--- src/rtl/tcu_pkg.sv ---
package tcu_pkg;
   localparam int unsigned N_IRQ   = 4;
   localparam int unsigned IRQ_RX  = 0;
   localparam int unsigned IRQ_TX  = 1;
   localparam int unsigned IRQ_MC  = 2;
   localparam int unsigned IRQ_OVR = 3;

   localparam int unsigned SA_LSB  = 5;
   localparam int unsigned SA_W    = 5;
   localparam int unsigned MC_LSB  = 0;
   localparam int unsigned MC_W    = 5;
   localparam int unsigned TX_BIT  = 10;

   typedef enum logic [2:0] {
      RA_CMD  = 3'd0,
      RA_SYNC = 3'd1,
      RA_VEC  = 3'd2,
      RA_IRQ  = 3'd3,
      RA_CTRL = 3'd4
   } reg_addr_e;
endpackage

--- src/rtl/tcu_mode_ctl.sv ---
module tcu_mode_ctl (
   input  logic clk,
   input  logic rst_n,
   input  logic go_rt,
   input  logic dbc_hit,
   output logic mode_bc
);
   always_ff @(posedge clk) begin
      if (!rst_n)
         mode_bc <= 1'b0;
      else if (mode_bc && go_rt)
         mode_bc <= 1'b0;
      else if (!mode_bc && dbc_hit)
         mode_bc <= 1'b1;
   end
endmodule

--- src/rtl/tcu_cmd_buf.sv ---
module tcu_cmd_buf #(
   parameter int unsigned WORD_W = 16
) (
   input  logic              clk,
   input  logic              rst_n,
   input  logic              cmd_stb,
   input  logic [WORD_W-1:0] cmd_in,
   input  logic              ok_stb,
   input  logic              rd_stb,
   output logic [WORD_W-1:0] stage1,
   output logic [WORD_W-1:0] stage2,
   output logic              xfer,
   output logic              ovr_evt
);
   logic stage1_vld;
   logic unread;

   assign xfer    = ok_stb && stage1_vld;
   assign ovr_evt = xfer && unread && !rd_stb;

   always_ff @(posedge clk) begin
      if (!rst_n) begin
         stage1     <= '0;
         stage1_vld <= 1'b0;
      end else if (cmd_stb) begin
         stage1     <= cmd_in;
         stage1_vld <= 1'b1;
      end else if (xfer) begin
         stage1_vld <= 1'b0;
      end
   end

   always_ff @(posedge clk) begin
      if (!rst_n) begin
         stage2 <= '0;
         unread <= 1'b0;
      end else if (xfer) begin
         stage2 <= stage1;
         unread <= 1'b1;
      end else if (rd_stb) begin
         unread <= 1'b0;
      end
   end
endmodule

--- src/rtl/tcu_irq_bank.sv ---
module tcu_irq_bank #(
   parameter int unsigned N = 4
) (
   input  logic         clk,
   input  logic         rst_n,
   input  logic [N-1:0] set_vec,
   input  logic [N-1:0] clr_vec,
   output logic [N-1:0] flags,
   output logic         irq
);
   for (genvar i = 0; i < N; i++) begin : g_flag
      always_ff @(posedge clk) begin
         if (!rst_n)
            flags[i] <= 1'b0;
         else if (set_vec[i])
            flags[i] <= 1'b1;
         else if (clr_vec[i])
            flags[i] <= 1'b0;
      end
   end

   assign irq = |flags;
endmodule

--- src/rtl/tcu_top.sv ---
module tcu_top
   import tcu_pkg::*;
#(
   parameter int unsigned WORD_W      = 16,
   parameter int unsigned ADDR_W      = 3,
   parameter bit          ACCEPT_SA31 = 1'b1,
   parameter logic [4:0]  DBC_CODE    = 5'b00000
) (
   input  logic              clk,
   input  logic              rst_n,
   input  logic              dec_cmd_stb,
   input  logic              dec_sync_stb,
   input  logic [WORD_W-1:0] dec_word,
   input  logic              msg_ok_stb,
   input  logic              host_go_rt,
   input  logic              host_wr,
   input  logic              host_rd,
   input  logic [ADDR_W-1:0] host_addr,
   input  logic [WORD_W-1:0] host_wdata,
   output logic [WORD_W-1:0] host_rdata,
   output logic              mode_bc,
   output logic              irq_o,
   output logic [3:0]        irq_vec_o
);
   localparam logic [SA_W-1:0] SA_LO = '0;
   localparam logic [SA_W-1:0] SA_HI = '1;

   if (WORD_W < 16) begin : g_bad_w
      $error("tcu_top: WORD_W must be at least 16");
   end
   if (ADDR_W < 3) begin : g_bad_a
      $error("tcu_top: ADDR_W must be at least 3");
   end

   logic              rt_act;
   logic [WORD_W-1:0] stage1, cmd_hold;
   logic              xfer, ovr_evt;
   logic              rd_cmd;
   logic              is_mode, is_dbc;
   logic              dbc_en;
   logic [WORD_W-1:0] sync_q, vec_q;
   logic [N_IRQ-1:0]  irq_set, irq_clr, irq_flags;
   logic [SA_W-1:0]   sa_f;
   logic [MC_W-1:0]   mc_f;

   assign rt_act = !mode_bc;
   assign rd_cmd = host_rd && (host_addr == ADDR_W'(RA_CMD));
   assign sa_f   = stage1[SA_LSB +: SA_W];
   assign mc_f   = stage1[MC_LSB +: MC_W];

   if (ACCEPT_SA31) begin : g_sa_both
      assign is_mode = (sa_f == SA_LO) || (sa_f == SA_HI);
   end else begin : g_sa_zero
      assign is_mode = (sa_f == SA_LO);
   end
   assign is_dbc = is_mode && (mc_f == DBC_CODE);

   tcu_mode_ctl u_mode (
      .clk     (clk),
      .rst_n   (rst_n),
      .go_rt   (host_go_rt),
      .dbc_hit (xfer && is_dbc && dbc_en),
      .mode_bc (mode_bc)
   );

   tcu_cmd_buf #(.WORD_W(WORD_W)) u_cbuf (
      .clk     (clk),
      .rst_n   (rst_n),
      .cmd_stb (dec_cmd_stb && rt_act),
      .cmd_in  (dec_word),
      .ok_stb  (msg_ok_stb && rt_act),
      .rd_stb  (rd_cmd),
      .stage1  (stage1),
      .stage2  (cmd_hold),
      .xfer    (xfer),
      .ovr_evt (ovr_evt)
   );

   always_comb begin
      irq_set          = '0;
      irq_set[IRQ_MC]  = xfer && is_mode;
      irq_set[IRQ_TX]  = xfer && !is_mode && stage1[TX_BIT];
      irq_set[IRQ_RX]  = xfer && !is_mode && !stage1[TX_BIT];
      irq_set[IRQ_OVR] = ovr_evt;
      irq_clr = (host_wr && host_addr == ADDR_W'(RA_IRQ)) ? host_wdata[N_IRQ-1:0] : '0;
   end

   tcu_irq_bank #(.N(N_IRQ)) u_irq (
      .clk     (clk),
      .rst_n   (rst_n),
      .set_vec (irq_set),
      .clr_vec (irq_clr),
      .flags   (irq_flags),
      .irq     (irq_o)
   );
   assign irq_vec_o = irq_flags;

   always_ff @(posedge clk) begin
      if (!rst_n) begin
         sync_q <= '0;
         vec_q  <= '0;
         dbc_en <= 1'b0;
      end else begin
         if (dec_sync_stb && rt_act)
            sync_q <= dec_word;
         if (host_wr && host_addr == ADDR_W'(RA_VEC))
            vec_q <= host_wdata;
         if (host_wr && host_addr == ADDR_W'(RA_CTRL))
            dbc_en <= host_wdata[0];
      end
   end

   always_comb begin
      host_rdata = '0;
      case (host_addr)
         ADDR_W'(RA_CMD):  host_rdata = cmd_hold;
         ADDR_W'(RA_SYNC): host_rdata = sync_q;
         ADDR_W'(RA_VEC):  host_rdata = vec_q;
         ADDR_W'(RA_IRQ):  host_rdata[N_IRQ-1:0] = irq_flags;
         ADDR_W'(RA_CTRL): host_rdata[1:0] = {mode_bc, dbc_en};
         default:          host_rdata = '0;
      endcase
   end
endmodule

--- config.mk ---
export PLATFORM = sky130hd
export DESIGN_NAME = tcu_top
export DESIGN_NICKNAME = d
export VERILOG_FILES = /design/src/rtl/tcu_pkg.sv /design/src/rtl/tcu_mode_ctl.sv /design/src/rtl/tcu_cmd_buf.sv /design/src/rtl/tcu_irq_bank.sv /design/src/rtl/tcu_top.sv
export SDC_FILE = /design/constraint.sdc
export NUM_CORES = 1
export LEC_CHECK = 0
export BUFFER_PORTS_ARGS = -buffer_cell sky130_fd_sc_hd__buf_2
export CORE_ASPECT_RATIO = 1.1
export CORE_MARGIN = 2
export CORE_UTILIZATION = 30
export CTS_CLUSTER_DIAMETER = 100
export DETAILED_ROUTE_END_ITERATION = 8
export PLACE_DENSITY = 0.59
export SETUP_SLACK_MARGIN = 0.15
export SLEW_MARGIN = 20
export SYNTH_ARGS = -nofsm -noshare
export SYNTH_HDL_FRONTEND = slang
export SYNTH_SLANG_ARGS = --single-unit
export TNS_END_PERCENT = 30
--- constraint.sdc ---
create_clock -name clk -period 1.2 [get_ports clk]
set_input_delay 0.12 -clock clk [delete_from_list [all_inputs] [get_ports clk]]
set_output_delay 0.12 -clock clk [all_outputs]
set_load 0.01 [all_outputs]
==> results of run 1 <==
[cell usage in the layout, fill, tap and decap left out, types with 9 or more instances in the layout]
cell / count
buf_4: 22
buf_2: 61
a21boi_0: 30
a2bb2oi_1: 9
clkbuf_16: 10
dfxtp_1: 50
a21boi_1: 32
dfxtp_2: 21
nand2_1: 119
nor2_1: 13
[kinds of logic (layout without fill, tap and decap cells)]
| logic type | Yosys count | after routing | share of synthesized area (%) |
|---|---|---|---|
| AND/OR/NAND/NOR | 171 | 171 | 22.8 |
| AO/OA/AOI/OAI | 90 | 90 | 21.2 |
| flip-flops | 72 | 72 | 44.5 |
| buffers and inverters | 34 | 115 | 4.75 |
| multiplexers | 17 | 17 | 6.80 |
[final timing paths]
path	from	to	slack, ns	cells past startpoint
worst min-delay path	host_wdata[8]	vec_q[8]	0.03	3
worst max-delay path	sync_q[1]	host_rdata[1]	-0.30	4
worst min register to register	u_cbuf.stage2[8]	u_cbuf.stage2[8]	0.45	2
worst max register to register	u_mode.mode_bc	u_irq.flags[3]	-0.03	4
[state kept, by name (all words and copies together), names as in the netlist]
signal             flops
vec_q                 16
u_mode.mode_bc         1
u_irq.flags            4
u_cbuf.stage1         16
u_cbuf.stage1_vld      1
sync_q                16
u_cbuf.unread          1
u_cbuf.stage2         16
dbc_en                 1
[where the power goes]
part	internal, mW	switching, mW	total (mW)
logic	0.331	0.321	0.652
clock network	1.45	0.953	2.40
registers	2.49	0.0740	2.56
[what timing repair did]
item	CTS	global route
setup endpoints to repair	72	73
hold endpoints to repair	0	0
gates resized for setup	55	65
pin swaps	7	29
gates cloned	1	0
buffers inserted	6	1
[cell usage after synthesis]
| cell type | instances |
|---|---|
| a21boi_0 | 64 |
| a21boi_1 | 4 |
| a21oi_1 | 1 |
| a2bb2oi_1 | 12 |
| a32o_1 | 2 |
| and3_1 | 3 |
| and3b_1 | 1 |
| and4_1 | 1 |
| and4b_1 | 1 |
| and4bb_2 | 1 |
| buf_1 | 1 |
| buf_2 | 12 |
| buf_4 | 1 |
| buf_6 | 1 |
| clkbuf_1 | 16 |
| dfxtp_1 | 72 |
| inv_1 | 3 |
| mux2i_1 | 13 |
| mux4_2 | 4 |
| nand2_1 | 133 |
| nand2b_1 | 2 |
| nand3b_1 | 2 |
| nand4_1 | 1 |
| nand4bb_1 | 1 |
| nor2_1 | 13 |
| nor2b_1 | 6 |
| nor3b_1 | 2 |
| nor4_1 | 2 |
| o21a_1 | 2 |
| o21ai_0 | 3 |
| o2bb2ai_1 | 1 |
| o31ai_1 | 1 |
| or4_1 | 1 |
| or4b_4 | 1 |
[layer usage]
layer	vias to the layer above	global-route usage, %	part of all wire (%)
li1	1449	-	-
met1	1332	20.1	46
met2	89	23.5	46
met3	14	3.46	5.9
met4	0	6.05	1.9
met5	-	0	0
[final cells by class]
| class | instances | area share [%] |
|---|---|---|
| multi-input combinational | 278 | 41.7 |
| sequential | 72 | 33.0 |
| timing repair buffer | 96 | 15.1 |
| clock buffer | 13 | 5.61 |
| tap | 143 | 4.01 |
| clock inverter | 3 | 0.392 |
| inverter | 3 | 0.252 |
[critical path, delay by kind of cell (launching register included)]
kind	cells	cell delay, ns
AO/OA/AOI/OAI	1	0.06
multiplexers	1	0.46
flip-flops	1	0.33
buffers and inverters	2	0.20
==> flow_summary_export.csv, run 1 <==
group,metric,value,unit
setup_path,slowest_stage,"mux4_2",
final_layout,seq_area,1470,µm²
route,vias_per_cell,4.74,
setup_path,cp_cell_sequence,"mux4_2 -> inv_2 -> o21ai_1 -> buf_2",
logic_synthesis,synth_top_area_cell,"dfxtp_1",
place,place.gp.congestion,0.824,
final_layout,final_util,42.8,%
timing,period_share,125,%
outcome,violations,"setup timing",
final_layout,drive_gt1_share,38.5,%
setup_path,endpoint_kind,"output port",
floorplanning,die-area,11700,µm²
final_layout,stdcell_count,608,
logic_synthesis,yosys.area.top_type_share,44.5,%
timing,worst_pin_slew,0.424,ns
route,ant_nets,0,
timing,hold_violations,0,
floorplanning,design.core.area,10400,µm²
place,dp_cells,584,
clock_tree,clk_latency,0.33,ns
setup_path,cp_data_arrival_time,1.38,ns
logic_synthesis,synth_area_per_cell,8.44,µm²
route,first_pass_iters,4,
logic_synthesis,ys_ff_latch,72,
grt,grt_pass1_wl,13.5,mm
place,place_hpwl,6.08,mm
clock_tree,clockRootBuffer,"clkbuf_16",
final_layout,fillers,1057,
clock_tree,cts_sinks,72,
setup_path,critPathMaxStageDelay,0.46,ns
floorplanning,dieHeight,113,µm
clock_tree,cts_hold_buf,0,
logic_synthesis,synth.area.top_cells,"dfxtp_1 (44%), nand2_1 (15%), a21boi_0 (15%)",
timing,slew_viol_final,0,
power,finalPower,5.61,mW
place,place_ws,-0.442,ns
setup_path,cp_max_fo,2,
timing,fmax,0.665,GHz
logic_synthesis,synthesis.nets,427,
outcome,status,"finished with violations",
clock_tree,cts_made_buffers,9,
setup_path,worstSetupStartpointType,"flop",
clock_tree,cts_tree,"done",
timing,skew,0.00673,ns
route,wirelength,8.74,mm
timing,rsz0062_at_grt,"yes",
grt,grt_usage,15.1,%
timing,holdWs,0.0279,ns
timing,finalWorstSetupSlack,-0.304,ns
setup_path,cp.required,1.08,ns
logic_synthesis,ys_seq_area_share,44.5,%
final_layout,nNetsFinal,503,
place,placed_area,3850,µm²
grt,grt_max_degree,37,
timing,setup-tns-final,-2.52,ns
place,port_buffers,64,
timing,fin_crit,1.50,ns
logic_synthesis,syn_inst,384,
logic_synthesis,yosysWarnings,0,
timing,slew_headroom,71.6,%
logic_synthesis,synth_area,3240,µm²
floorplanning,start_util,31.0,%
timing,setup_viol,18,
route,num_vias,2884,
floorplanning,row_count,39,
job,max_cap_viol_count,0,
final_layout,area_growth,37.8,%
setup_path,path_class,"reg2out",
final_layout,fin_area,4460,µm²
power,p_leak,1.86,nW
final_layout,n_antenna_cell,0,
power,powerDensity,1260,nW/µm²
route,routedWlPerCell,14.4,µm
grt,grt_overflow_total,0,
clock_tree,clk_path_buf_depth,2,
floorplanning,io_pins,65,
grt,grt_pass1_vias,2759,
floorplanning,chipWidth,103,µm
power,ir_drop,0.630,mV
min_path,hp-class,"in2reg",
logic_synthesis,yosys.cell_types.count,34,
grt,antenna_found_initial,0,
clock_tree,clkTransAtPathRegs,0.06,ns
clock_tree,htreeDepth,3,
route,drtIter0Drc,115,
final_layout,multi_input_area,1860,µm²
route,drc,0,
(Power assumes the default switching activity.)
==> inputs of run 2 (changes only) <==
CORE_UTILIZATION = 35   (was 30)
PLACE_DENSITY = 0.66   (was 0.59)
==> flow_summary_export.csv, run 2 (synthesis results as in run 1) <==
group,metric,value,unit
outcome,violations,"setup timing",
final_layout,final_cell_mix,"nand2_1 (91), buf_2 (60), dfxtp_1 (48)",
floorplanning,dieHeight,105,µm
route,num_vias,2959,
timing,period_share,128,%
final_layout,area_growth,44.6,%
clock_tree,cts_made_buffers,9,
final_layout,final_util,52.6,%
place,port_buffers,64,
setup_path,endpoint_kind,"output port",
power,powerDensity,1170,nW/µm²
grt,grt_overflow_total,0,
timing,slew_viol_final,0,
route,drc,0,
timing,skew,0.0110,ns
timing,worst_pin_slew,0.415,ns
final_layout,fin_area,4690,µm²
grt,antenna_found_initial,0,
timing,hold_violations,0,
timing,setup_viol,19,
floorplanning,die-area,10000,µm²
floorplanning,chipWidth,95.7,µm
clock_tree,cts_sinks,72,
place,place.gp.congestion,0.840,
route,drtIter0Drc,137,
setup_path,worstSetupStartpointType,"flop",
place,placed_area,3820,µm²
timing,slew_headroom,72.3,%
power,p_sw_share,25.1,%
timing,finalWorstSetupSlack,-0.342,ns
floorplanning,start_util,36.3,%
job,max_cap_viol_count,0,
timing,rsz0062_at_grt,"yes",
clock_tree,clk_latency,0.36,ns
grt,grt_pass1_vias,2775,
power,p_int,4.10,mW
power,power_frac_seq,46.6,%
place,place_ws,-0.393,ns
route,first_pass_iters,4,
clock_tree,clk_path_buf_depth,2,
power,p_switching,1.38,mW
clock_tree,htreeDepth,3,
setup_path,cp_max_fo,4,
route,routedWlPerCell,15.3,µm
final_layout,nNetsFinal,510,
grt,grt_pass1_wl,14.0,mm
power,p_leak,1.91,nW
route,ant_nets,0,
setup_path,path_class,"reg2out",
timing,fin_crit,1.54,ns
clock_tree,clockRootBuffer,"clkbuf_8",
setup_path,rrSetupSlack,-0.01,ns
floorplanning,row_count,36,
clock_tree,cts_tree,"done",
clock_tree,clkTransAtPathRegs,0.08,ns
power,pwr-share-clk,39.8,%
route,vias_per_cell,5.05,
place,place_hpwl,5.86,mm
grt,grt_usage,17.9,%
place,dp_cells,553,
floorplanning,design.core.area,8920,µm²
grt,grt_max_degree,49,
setup_path,cp_data_arrival_time,1.42,ns
final_layout,stdcell_count,586,
min_path,hp-class,"in2reg",
final_layout,final_common_cell,"nand2_1",
power,combPwrFrac,13.6,%
setup_path,cp.required,1.08,ns
timing,fmax,0.649,GHz
outcome,status,"finished with violations",
route,wirelength,8.95,mm
final_layout,drive_gt1_share,46.4,%
power,ir_drop,0.511,mV
floorplanning,io_pins,65,
final_layout,n_antenna_cell,0,
final_layout,fillers,827,
-- run 2: metal layers --
layer	up-vias	part of all wire, %	track usage [%]
li1	1458	-	-
met1	1418	45	24.1
met2	74	48	28.3
met3	9	4.5	3.03
met4	0	1.5	7.35
met5	-	0	0
-- run 2: what timing repair did --
item / CTS / global route
resized for setup: 91 / 91
hold buffers: 9 / 0
buffers inserted: 4 / 2
pin swaps: 23 / 40
cloned: 1 / 1
endpoints found under the setup margin: 73 / 74
endpoints found under the hold margin: 9 / 0
-- run 2: through the flow --
stage | hold slack (ns) | setup TNS, ns | total power, mW
detailed placement | 0.374 | -6.29 | 3.14
CTS | 0.000131 | -3.42 | 5.42
global placement | 0.370 | -5.24 | 3.13
finish | 0.0122 | -3.02 | 5.48
floorplan | 0.255 | -0.00142 | 2.90
global route | 0.00958 | -4.12 | 5.71
-- run 2: final timing paths --
| path | start | end | cells after the start |
|---|---|---|---|
| hold reg to reg | u_cbuf.stage2[9] | u_cbuf.stage2[9] | 2 |
| hold / removal | host_wdata[14] | vec_q[14] | 3 |
| setup / recovery | u_irq.flags[1] | host_rdata[1] | 4 |
| setup reg to reg | u_mode.mode_bc | u_cbuf.stage2[15] | 5 |
-- run 2: area by class of cell --
class	count	area (µm²)	area share (%)
Sequential cell	72	1470	31.4
Tap cell	114	143	3.04
Timing Repair Buffer	103	846	18.0
Clock inverter	6	92.6	1.98
Inverter	3	11.3	0.240
Multi-Input combinational cell	278	1980	42.3
Clock buffer	10	138	2.94
-- run 2: critical path: stages, from the launching register on --
cell	delay [ns]
dfxtp_2	0.35
mux4_2	0.48
inv_2	0.07
o21ai_2	0.05
buf_2	0.13
-- run 2: power by group through the flow --
stage                     sequential, mW  clock (mW)  combinational (mW)
after floorplan                     2.57           0               0.333
after global placement              2.59           0               0.538
after detailed placement            2.59           0               0.546
after CTS                           2.54        2.23               0.650
after global routing                2.56        2.34               0.808
final                               2.55        2.18               0.746
